## src/rtl/irq_route_pkg.sv

```systemverilog
package irq_route_pkg;
  // Bus offsets
  localparam logic [7:0] OFF_SEL = 8'h00;
  localparam logic [7:0] OFF_WIN = 8'h10;
  // Select codes
  localparam int SEL_ID  = 0;
  localparam int SEL_VER = 1;
  localparam int SEL_ARB = 2;
  localparam int SEL_TBL = 16;
  // Low-half bit positions held outside the RAM
  localparam int B_RIRR = 14;
  localparam int B_MASK = 16;

  typedef enum logic [1:0] {RK_SEL, RK_WIN, RK_NONE} rd_kind_e;
endpackage

```

## src/rtl/irq_route_bus.sv

```systemverilog
module irq_route_bus
  import irq_route_pkg::*;
#(
  parameter int N_PINS = 24,
  parameter int SEL_W  = 8,
  parameter int ID_W   = 4,
  parameter logic [7:0] VER_CODE = 8'h11,
  parameter int PIN_W  = $clog2(N_PINS)
) (
  input  logic              clk,
  input  logic              rst,
  input  logic              bus_wr,
  input  logic              bus_rd,
  input  logic [7:0]        bus_off,
  input  logic [3:0]        bus_be,
  input  logic [31:0]       bus_wdata,
  output logic [31:0]       bus_rdata,
  output logic              tbl_we,
  output logic              tbl_hi,
  output logic [PIN_W-1:0]  tbl_idx,
  output logic [PIN_W-1:0]  rd_idx,
  input  logic [31:0]       mem_lo,
  input  logic [31:0]       mem_hi
);
  localparam logic [7:0] PINS_M1 = 8'(N_PINS - 1);

  logic [SEL_W-1:0] sel_q;
  logic [ID_W-1:0]  id_q;
  logic [SEL_W-1:0] rel;
  logic             tbl_ok;
  logic             full_wr;

  assign full_wr = bus_wr && (bus_be == 4'hF);
  assign rel     = sel_q - SEL_W'(SEL_TBL);
  assign tbl_ok  = (sel_q >= SEL_W'(SEL_TBL)) &&
                   (rel[SEL_W-1:1] < (SEL_W-1)'(N_PINS));
  assign tbl_idx = PIN_W'(rel[SEL_W-1:1]);
  assign tbl_hi  = sel_q[0];
  assign tbl_we  = full_wr && (bus_off == OFF_WIN) && tbl_ok;
  assign rd_idx  = tbl_ok ? tbl_idx : '0;

  always_ff @(posedge clk) begin
    if (rst) begin
      sel_q <= '0;
      id_q  <= '0;
    end else begin
      if (full_wr && bus_off == OFF_SEL)
        sel_q <= bus_wdata[SEL_W-1:0];
      if (full_wr && bus_off == OFF_WIN && sel_q == SEL_W'(SEL_ID))
        id_q <= bus_wdata[24 +: ID_W];
    end
  end

  // Stage 1: snapshot of the addressed state (RAM read happens in parallel)
  logic             rp1_q;
  rd_kind_e         rkind_q;
  logic [SEL_W-1:0] rsel_q;
  logic             rok_q;
  logic             rhi_q;
  logic [ID_W-1:0]  rid_q;

  always_ff @(posedge clk) begin
    if (rst) begin
      rp1_q   <= 1'b0;
      rkind_q <= RK_NONE;
      rsel_q  <= '0;
      rok_q   <= 1'b0;
      rhi_q   <= 1'b0;
      rid_q   <= '0;
    end else begin
      rp1_q <= bus_rd;
      if (bus_rd) begin
        rkind_q <= (bus_off == OFF_SEL) ? RK_SEL :
                   (bus_off == OFF_WIN) ? RK_WIN : RK_NONE;
        rsel_q  <= sel_q;
        rok_q   <= tbl_ok;
        rhi_q   <= sel_q[0];
        rid_q   <= id_q;
      end
    end
  end

  // Stage 2: output word
  logic [31:0] win_word;
  logic [31:0] rd_word;

  always_comb begin
    win_word = '0;
    if (rsel_q == SEL_W'(SEL_ID) || rsel_q == SEL_W'(SEL_ARB))
      win_word[24 +: ID_W] = rid_q;
    else if (rsel_q == SEL_W'(SEL_VER))
      win_word = {8'h00, PINS_M1, 8'h00, VER_CODE};
    else if (rok_q)
      win_word = rhi_q ? mem_hi : mem_lo;
  end

  always_comb begin
    rd_word = '0;
    case (rkind_q)
      RK_SEL:  rd_word[SEL_W-1:0] = rsel_q;
      RK_WIN:  rd_word = win_word;
      default: rd_word = '0;
    endcase
  end

  always_ff @(posedge clk) begin
    if (rst)        bus_rdata <= '0;
    else if (rp1_q) bus_rdata <= rd_word;
  end

  AST_SEL_KEEP: assert property (@(posedge clk) disable iff (rst)
    !(bus_wr && bus_be == 4'hF && bus_off == OFF_SEL) |=> $stable(sel_q));
  AST_ID_KEEP: assert property (@(posedge clk) disable iff (rst)
    !(bus_wr && bus_be == 4'hF && bus_off == OFF_WIN && sel_q == SEL_W'(SEL_ID))
    |=> $stable(id_q));
  AST_RDATA_HOLD: assert property (@(posedge clk) disable iff (rst)
    !$past(bus_rd, 2) |-> $stable(bus_rdata));
endmodule

```

## src/rtl/irq_route_mem.sv

```systemverilog
module irq_route_mem
  import irq_route_pkg::*;
#(
  parameter int N_PINS = 24,
  parameter int PIN_W  = $clog2(N_PINS)
) (
  input  logic              clk,
  input  logic              rst,
  input  logic              we,
  input  logic              we_hi,
  input  logic [PIN_W-1:0]  widx,
  input  logic [31:0]       wdata,
  input  logic [PIN_W-1:0]  rd_idx,
  input  logic [PIN_W-1:0]  svc_idx,
  input  logic [N_PINS-1:0] rirr_set,
  output logic [31:0]       bus_lo,
  output logic [31:0]       bus_hi,
  output logic [31:0]       svc_lo,
  output logic [31:0]       svc_hi
);
  logic [31:0] lo_mem [N_PINS];
  logic [31:0] hi_mem [N_PINS];
  logic [N_PINS-1:0] mask_q;
  logic [N_PINS-1:0] rirr_q;

  // Inferable RAM: one write port, registered read ports
  always_ff @(posedge clk) begin
    if (we && !we_hi) lo_mem[widx] <= wdata;
    if (we &&  we_hi) hi_mem[widx] <= wdata;
  end

  logic [31:0] bl_raw, sl_raw;
  logic        bm_q, br_q, sm_q, sr_q;

  always_ff @(posedge clk) begin
    bl_raw <= lo_mem[rd_idx];
    bus_hi <= hi_mem[rd_idx];
    sl_raw <= lo_mem[svc_idx];
    svc_hi <= hi_mem[svc_idx];
    bm_q   <= mask_q[rd_idx];
    br_q   <= rirr_q[rd_idx];
    sm_q   <= mask_q[svc_idx];
    sr_q   <= rirr_q[svc_idx];
  end

  // Per-pin status flops
  for (genvar i = 0; i < N_PINS; i++) begin : g_pin
    logic lo_hit;
    assign lo_hit = we && !we_hi && (widx == PIN_W'(i));
    always_ff @(posedge clk) begin
      if (rst) begin
        mask_q[i] <= 1'b1;
        rirr_q[i] <= 1'b0;
      end else begin
        if (lo_hit) mask_q[i] <= wdata[B_MASK];
        if (lo_hit)           rirr_q[i] <= 1'b0;
        else if (rirr_set[i]) rirr_q[i] <= 1'b1;
      end
    end
  end

  assign bus_lo = {bl_raw[31:17], bm_q, bl_raw[15], br_q, bl_raw[13:0]};
  assign svc_lo = {sl_raw[31:17], sm_q, sl_raw[15], sr_q, sl_raw[13:0]};

  logic unused_ram_bits;
  assign unused_ram_bits = ^{bl_raw[B_MASK], bl_raw[B_RIRR], sl_raw[B_MASK], sl_raw[B_RIRR]};

  AST_MASK_AT_RESET: assert property (@(posedge clk) disable iff (rst)
    $past(rst) |-> (&mask_q));
  AST_RIRR_LOW_CLEAR: assert property (@(posedge clk) disable iff (rst)
    $past(we && !we_hi) |-> !rirr_q[$past(widx)]);
endmodule

```

## src/rtl/irq_route_resvc.sv

```systemverilog
module irq_route_resvc #(
  parameter int N_PINS = 24,
  parameter int PIN_W  = $clog2(N_PINS)
) (
  input  logic              clk,
  input  logic              rst,
  input  logic              we,
  input  logic [PIN_W-1:0]  widx,
  input  logic [N_PINS-1:0] pin_req,
  output logic [N_PINS-1:0] resvc
);
  for (genvar i = 0; i < N_PINS; i++) begin : g_rs
    always_ff @(posedge clk) begin
      if (rst) resvc[i] <= 1'b0;
      else     resvc[i] <= we && (widx == PIN_W'(i)) && pin_req[i];
    end
  end

  AST_RESVC_ONEHOT: assert property (@(posedge clk) disable iff (rst)
    $onehot0(resvc));
endmodule

```

## src/rtl/irq_route_regs.sv

```systemverilog
module irq_route_regs
  import irq_route_pkg::*;
#(
  parameter int N_PINS = 24,
  parameter int SEL_W  = 8,
  parameter int ID_W   = 4,
  parameter logic [7:0] VER_CODE = 8'h11,
  parameter int PIN_W  = $clog2(N_PINS)
) (
  input  logic              clk,
  input  logic              rst,
  input  logic              bus_wr,
  input  logic              bus_rd,
  input  logic [7:0]        bus_off,
  input  logic [3:0]        bus_be,
  input  logic [31:0]       bus_wdata,
  output logic [31:0]       bus_rdata,
  input  logic [N_PINS-1:0] pin_req,
  input  logic [N_PINS-1:0] rirr_set,
  input  logic [PIN_W-1:0]  svc_idx,
  output logic [7:0]        svc_vector,
  output logic [2:0]        svc_dlv,
  output logic              svc_dmode,
  output logic              svc_pol,
  output logic              svc_rirr,
  output logic              svc_trig,
  output logic              svc_mask,
  output logic [7:0]        svc_dest,
  output logic [N_PINS-1:0] resvc
);
  logic             tbl_we, tbl_hi;
  logic [PIN_W-1:0] tbl_idx, rd_idx;
  logic [31:0]      mem_lo, mem_hi, s_lo, s_hi;

  irq_route_bus #(
    .N_PINS(N_PINS), .SEL_W(SEL_W), .ID_W(ID_W), .VER_CODE(VER_CODE), .PIN_W(PIN_W)
  ) u_bus (
    .clk(clk), .rst(rst), .bus_wr(bus_wr), .bus_rd(bus_rd), .bus_off(bus_off),
    .bus_be(bus_be), .bus_wdata(bus_wdata), .bus_rdata(bus_rdata),
    .tbl_we(tbl_we), .tbl_hi(tbl_hi), .tbl_idx(tbl_idx), .rd_idx(rd_idx),
    .mem_lo(mem_lo), .mem_hi(mem_hi)
  );

  irq_route_mem #(.N_PINS(N_PINS), .PIN_W(PIN_W)) u_mem (
    .clk(clk), .rst(rst), .we(tbl_we), .we_hi(tbl_hi), .widx(tbl_idx),
    .wdata(bus_wdata), .rd_idx(rd_idx), .svc_idx(svc_idx), .rirr_set(rirr_set),
    .bus_lo(mem_lo), .bus_hi(mem_hi), .svc_lo(s_lo), .svc_hi(s_hi)
  );

  irq_route_resvc #(.N_PINS(N_PINS), .PIN_W(PIN_W)) u_rs (
    .clk(clk), .rst(rst), .we(tbl_we), .widx(tbl_idx), .pin_req(pin_req), .resvc(resvc)
  );

  assign svc_vector = s_lo[7:0];
  assign svc_dlv    = s_lo[10:8];
  assign svc_dmode  = s_lo[11];
  assign svc_pol    = s_lo[13];
  assign svc_rirr   = s_lo[B_RIRR];
  assign svc_trig   = s_lo[15];
  assign svc_mask   = s_lo[B_MASK];
  assign svc_dest   = s_hi[31:24];

  logic unused_svc_bits;
  assign unused_svc_bits = ^{s_lo[31:17], s_lo[12], s_hi[23:0]};

  AST_RESVC_FROM_WRITE: assert property (@(posedge clk) disable iff (rst)
    (|resvc) |-> $past(bus_wr && bus_be == 4'hF && bus_off == OFF_WIN));
endmodule

```

## config.mk

```make
export PLATFORM = sky130hd
export DESIGN_NAME = irq_route_regs
export DESIGN_NICKNAME = d
export VERILOG_FILES = /design/src/rtl/irq_route_pkg.sv /design/src/rtl/irq_route_bus.sv /design/src/rtl/irq_route_mem.sv /design/src/rtl/irq_route_resvc.sv /design/src/rtl/irq_route_regs.sv
export SDC_FILE = /design/constraint.sdc
export NUM_CORES = 2
export LEC_CHECK = 0
export ABC_AREA = 0
export BUFFER_PORTS_ARGS = -buffer_cell sky130_fd_sc_hd__buf_2
export CORE_UTILIZATION = 30
export CTS_BUF_LIST = sky130_fd_sc_hd__clkbuf_16
export CTS_CLUSTER_SIZE = 25
export DETAILED_ROUTE_END_ITERATION = 8
export GPL_ROUTABILITY_DRIVEN = 0
export PLACE_DENSITY_LB_ADDON = 0.08
export SYNTH_ARGS = -nofsm -noshare
export SYNTH_HDL_FRONTEND = slang
export SYNTH_SLANG_ARGS = --single-unit
```

## constraint.sdc

```tcl
create_clock -name clk -period 5.35 [get_ports clk]
set_input_delay 0.8025 -clock clk [delete_from_list [all_inputs] [get_ports clk]]
set_output_delay 0.8025 -clock clk [all_outputs]
set_load 0.05 [all_outputs]
```

# --- After elaboration in Yosys (flattened, before gate mapping) ---
# Memory sizes are Yosys's and may differ from the RTL's. A register that Yosys moved wholly into a read port is not among the register bits.
# Cells that the tools add are included.
totals:
  inputBits: 101
  n_memories: 2
  ramBits: 1536
  word_cells: 254
  out_inout_bits: 80
  reg_bits: 137
mem_list:
  columns: ["memory", "words", "width", "read_ports", "rd_clocked_by_memory_dff", "write_ports", "line_no", "source"]
  rows:
  - ["u_mem.hi_mem", 24, 32, 2, 2, 1, "irq_route_mem.sv:22", "logic [31:0] hi_mem [N_PINS];"]
  - ["u_mem.lo_mem", 24, 32, 2, 2, 1, "irq_route_mem.sv:21", "logic [31:0] lo_mem [N_PINS];"]
op_classes:
  mux: 23
  magnitude_cmp: 4
  n_addsub: 1
  n_reduce_logical: 111
  n_eq_ne: 28
op_table:
  columns: ["op", "n"]
  rows:
  - ["$mux 32", 3]
  - ["$logic_and 1x1->1", 80]
  - ["$mux 24", 2]
  - ["$reduce_or 2->1", 24]
  - ["$eq 5x4->1 const B", 8]
  - ["$eq 5x5->1 const B", 8]
  - ["$logic_not 8->1", 3]
  - ["$bmux 1 s5", 4]
  - ["$eq 5x3->1 const B", 4]
  - ["$pmux 8 s2", 1]
  - ["$lt 5x6->1 const B", 2]
  - ["$eq 5x2->1 const B", 2]
  - ["$eq 8x1->1 const B", 1]
  - ["$eq 8x2->1 const B", 1]
  - ["$eq 8x5->1 const B", 1]
  - ["$ge 8x5->1 const B", 1]
  - ["$mux 1", 8]
  - ["$mux 4", 2]
  - ["$sub 8x5->8 const B", 1]
  - ["$lt 7x5->1 const B", 1]
  - ["$eq 5x1->1 const B", 1]
  - ["$logic_not 5->1", 1]
  - ["$mux 5", 1]
  - ["$eq 4x4->1 const B", 1]
  - ["other kinds (5)", 6]

# --- Logic depth before layout (Yosys ltp) ---
logic_depth:
  ltp_word: 7
  depth_mapped: 13
  ltp_nobuf: 8

# --- Cells and area by module ---
# From an unflattened synthesis, not the netlist that was laid out.
hier_totals:
  hier_cells: 4415
  hier_area_um2: 76822.4
by_module_without_submodules:
  columns: ["module", "seq_area_each_um2", "instances", "area_per_inst_um2", "cells_each"]
  rows:
  - ["irq_route_mem", 48206.2, 1, 73197.7, 4038]
  - ["irq_route_bus", 1201.2, 1, 2826.5, 317]
  - ["irq_route_resvc", 480.5, 1, 798.3, 60]

# --- Least setup slack after synthesis ---
# OpenSTA, ideal clock, no wires.
synth_path:
  path_type: "register to register"
  start: "reg u_bus.sel_q[4]"
  end: "mem u_mem.hi_mem[13][0], enable pin"
  n_path_buf: 3
  synth_period_minus_slack_ps: 4323
  t_required_ps: 4929
  setup_ps: 421
  arrival_time_ps: 3902
  path_stages_with_launch: 12
  path_slack_ps: 1027
  cell_sequence: "dfxtp_1 > clkbuf_1 > inv_1 > ha_1 > or4b_4 > nor3_2 > a21oi_1 > buf_2 > buf_2 > nor3_2 > nand2_1 > nor2_1"
synth_via:
  elab_chain_cells: 7
  word_cells_on_any_way: 8
  cone_classes: "add/sub (1); order compare (2); mux (2); reduce/logical (3)"
synth_lines:
  columns: ["element", "line_no", "source"]
  rows:
  - ["start, declared", "irq_route_bus.sv:27", "logic [SEL_W-1:0] sel_q;"]
  - ["start signal, assigned", "irq_route_bus.sv:48", "sel_q <= bus_wdata[SEL_W-1:0];"]
  - ["$sub 8x5->8", "irq_route_bus.sv:34", "assign rel = sel_q - SEL_W'(SEL_TBL);"]
  - ["$lt 7x5->1", "irq_route_bus.sv:36", "(rel[SEL_W-1:1] < (SEL_W-1)'(N_PINS));"]
  - ["$logic_and 1x1->1", "irq_route_bus.sv:35", "assign tbl_ok = (sel_q >= SEL_W'(SEL_TBL)) &&"]
  - ["$logic_and 1x1->1", "irq_route_bus.sv:39", "assign tbl_we = full_wr && (bus_off == OFF_WIN) && tbl_ok;"]
  - ["$logic_and 1x1->1", "irq_route_mem.sv:29", "if (we && we_hi) hi_mem[widx] <= wdata;"]
  - ["$mux 1", "irq_route_mem.sv:29", null]
  - ["$mux 1 (not written as such)", "irq_route_mem.sv:29", null]
  - ["end, declared", "irq_route_mem.sv:22", null]
# Parallel ways exist; a longest one is shown, timed or not.

# --- Worst setup path in the final report ---
layout_path:
  start: "reg u_bus.sel_q[5]"
  end: "mem u_mem.lo_mem[13][22], enable pin"
layout_via:
  elab_chain_cells: 7
  word_cells_on_any_way: 8
  cone_classes: "add/sub (1); order compare (2); mux (2); reduce/logical (3)"
layout_lines:
  columns: ["element", "line_no", "source"]
  rows:
  - ["$sub 8x5->8", "irq_route_bus.sv:34", null]
  - ["$lt 7x5->1", "irq_route_bus.sv:36", null]
  - ["$logic_and 1x1->1", "irq_route_bus.sv:35", null]
  - ["$logic_and 1x1->1", "irq_route_bus.sv:39", null]
  - ["$logic_and 1x1->1", "irq_route_mem.sv:28", "if (we && !we_hi) lo_mem[widx] <= wdata;"]
  - ["$mux 1", "irq_route_mem.sv:28", null]
  - ["$mux 1 (not written as such)", "irq_route_mem.sv:28", null]
  - ["end, declared", "irq_route_mem.sv:21", null]
# Parallel ways exist; a longest one is shown, timed or not.

==> metrics.md <==
| Metric | Value |
|---|---|
| Slew @ Worst Pin | 1.205 ns |
| Post-CTS setup repair buffer count | 0 |
| DR WL/cell | 32.86 um |
| Critical path required time | 5.78 ns |
| CTS Buffer Depth | 3 |
| Fmax | 229.3 MHz |
| FF+latch count, synth | 1708 |
| Commonest non-fill, non-tap cells in the layout | edfxtp_1 (1488), mux4_2 (360), mux2i_1 (258) |
| CTS tree | done |
| Drt total wl | 246.4 mm |
| Post-Synthesis Cell Area | 0.07017 sq mm |
| Lkg Pwr | 25.54 nW |
| CP Launch Type | flop |
| Final non-filler cell total | 7496 |
| Area growth syn-to-layout | 16.95% |
| Max Clock Skew | 0.03488 ns |
| Overflow after GRT | 0 |
| RSZ-0062 raised after global routing | no |
| Total CTS buffers | 196 |
| Area contributors post-synth | edfxtp_1 (64%), mux4_2 (12%), dfxtp_1 (6.3%), mux2i_1 (3.7%), mux2_2 (2.6%) |
| Syn nets | 4123 |
| DIE AREA | 0.2358 sq mm |
| Resize count post-CTS | 0 |
| All-Layer GR Usage | 20.65% |
| Status | finished with violations |
| Port bufs | 180 |
| Hold Vio Cnt, Final | 0 |
| Clk slew on worst S/H paths | 0.06 ns |
| Fill cells | 22000 |
| Initial core utilization | 30.18% |
| Die Wd | 485.6 um |
| Worst VDD drop | 0.2268 mV |
| Critical path fanouts, max | 30 |
| FP Rows | 177 |
| Placed cells | 7123 |
| Ys Warns | 0 |
| First-pass GRT wire length | 340.3 mm |
| DP Wirelength | 156.2 mm |
| Seq/Total Area, Yosys | 69.95% |
| Tot Pwr | 28.29 mW |
| Initial antenna violation count | 13 |
| Type of the worst setup path | flop to flop |
| Synthesized area per cell | 17.47 sq um |
| Core footprint | 0.2325 sq mm |
| I/O Pins | 181 |
| H-Tree Depth | 4 |
| Hold_ws | 0.1896 ns |
| Final setup vio count | 0 |
| Commonest non-fill, non-tap cell in the layout | edfxtp_1 |
| Netlist cell types | 55 |
| Die Height | 485.6 um |
| Pre-CTS setup slack | 0.9724 ns |
| Period utilisation layout | 81.51% |
| Vias per inst | 5.308 |
| Layout net count | 4384 |
| Hold crit path type | input pin to flop |
| Register area | 0.04910 sq mm |
| Routed Antenna Nets | 0 |
| Final setup margin | 0.9894 ns |
| Vias in the first global route | 40550 |
| Drt drc | 4 |
| Clk_lat worst skew | 0.85 ns |
| Number of flops mapped to enable cells by yosys | 1488 |
| MaxCap Viol Count | 0 |
| Layout cells sized above 1 | 27.97% |
| Ys flop type | edfxtp_1 |
| Violated checks | DRC |
| Synth async-reset ratio | 0% |
| CP endpoint kind | flop |
| Via count | 39790 |
| Footprint of the multi-input gates | 0.02022 sq mm |
| Worst relative slew slack | 19.07% |
| Yosys top cell by area | edfxtp_1 |
| PwrDens | 344.8 mW/mm^2 |
| Slew Viols, Final | 0 |
| Clock root buffer | clkbuf_16 |
| Mapped Cells | 4017 |
| Drt pass-1 iters | 7 |
| Reg2reg setup slack | 0.99 ns |
| Top-area cell type share of the netlist area | 63.68% |
| Final min period | 4.361 ns |
| DRT iter0 DRCs | 3412 |
| # clock sinks | 1708 |
| Pin count of the biggest net entering global routing | 114 |
| WP data arrival | 4.79 ns |
| Setup Total Neg Slack | 0 ns |
| Cts hold-fix bufs | 0 |
[layout make-up]
cell class,instances,share of cell area (%)
tap,3043,4.639
multi-input combinational,1995,24.64
timing repair buffer,365,3.310
clock buffer,200,6.099
clock inverter,168,1.395
inverter,12,0.07013
antenna,5,0.01525
sequential,1708,59.83
[path summary, 6_finish.rpt]
kind	from	end	cells past startpoint
worst min register to register	u_bus.bus_rdata[24]	u_bus.bus_rdata[24]	2
worst max-delay path	u_bus.sel_q[5]	u_mem.lo_mem[13][22]	9
worst min-delay path	pin_req[8]	u_rs.resvc[8]	2
worst max register to register	u_bus.sel_q[5]	u_mem.lo_mem[13][22]	9
[cells in the mapped netlist (2+ instances only)]
master,number
nand2_1,161
a221oi_1,70
buf_2,57
dfxtp_1,220
a211o_1,4
nor4_1,5
a21oi_1,161
nor3_2,13
o2bb2ai_1,63
nand2b_1,3
clkbuf_1,185
or2_2,2
a31oi_1,6
a211oi_1,3
ha_1,5
mux2i_1,258
a32o_1,3
a22o_1,63
nor2_2,2
nor3_1,40
or3_1,2
o22a_1,2
nor2_1,203
clkinv_1,2
inv_1,10
mux4_2,360
buf_1,50
o21ai_0,126
nand3_1,14
edfxtp_1,1488
nor2b_1,5
and3_1,25
buf_6,9
nand4_1,7
mux2_2,160
a32oi_1,122
a2bb2oi_1,4
nor3b_1,7
o22ai_1,63
o221ai_1,3
a22oi_1,17
[power by group]
part	internal, mW	total, mW	switching (mW)
Sequential	14.5	14.5	0.0279
Combinational	0.232	0.847	0.615
Clock	7.34	12.9	5.58
Total	22.1	28.3	6.22
[per-stage QoR]
stage / cell area [sq um] / util [%]
after global placement: 75900 / 32.64
final: 82070 / 35.29
after CTS: 82050 / 35.29
after global routing: 82050 / 35.29
after detailed placement: 75900 / 32.64
after floorplan: 70170 / -
[cell families after synthesis]
family | count (synthesis) | share of synthesized area (%)
adder cells (fa/ha/maj) | 5 | 0.08916
AND/OR/NAND/NOR | 493 | 3.119
multiplexers | 778 | 17.80
flip-flops | 1708 | 69.95
AO/OA/AOI/OAI | 719 | 7.152
buffers and inverters | 314 | 1.883
[sequential cells by signal (all words and copies together), names as in the netlist]
signal           cells
u_mem.hi_mem       768
u_mem.bm_q           1
u_mem.lo_mem       720
u_bus.id_q           4
u_bus.rid_q          4
u_mem.br_q           1
u_bus.rp1_q          1
u_bus.rkind_q        2
u_bus.bus_rdata     32
u_bus.sel_q          8
u_mem.sl_raw        14
u_mem.bus_hi        32
u_mem.rirr_q        24
u_mem.bl_raw        30
u_bus.rsel_q         8
u_mem.svc_hi         8
u_mem.sm_q           1
u_rs.resvc          24
u_mem.sr_q           1
u_mem.mask_q        24
u_bus.rok_q          1
[critical path, cell delays in order, from the launching register on]
cell,delay (ns)
dfxtp_1,0.48
inv_1,0.14
ha_1,0.24
or2_2,0.30
o21ai_1,0.54
a21oi_4,0.37
nor3_2,0.24
buf_4,0.21
nand2_1,0.38
nor2_4,1.03
[metal layers]
metal  wire length, um  global-route usage (%)
met1            112900                   29.00
met2            116500                   33.28
met3             11760                   3.268
met4              5260                   5.077
met5                 0                       0
(Power assumes the default switching activity.)
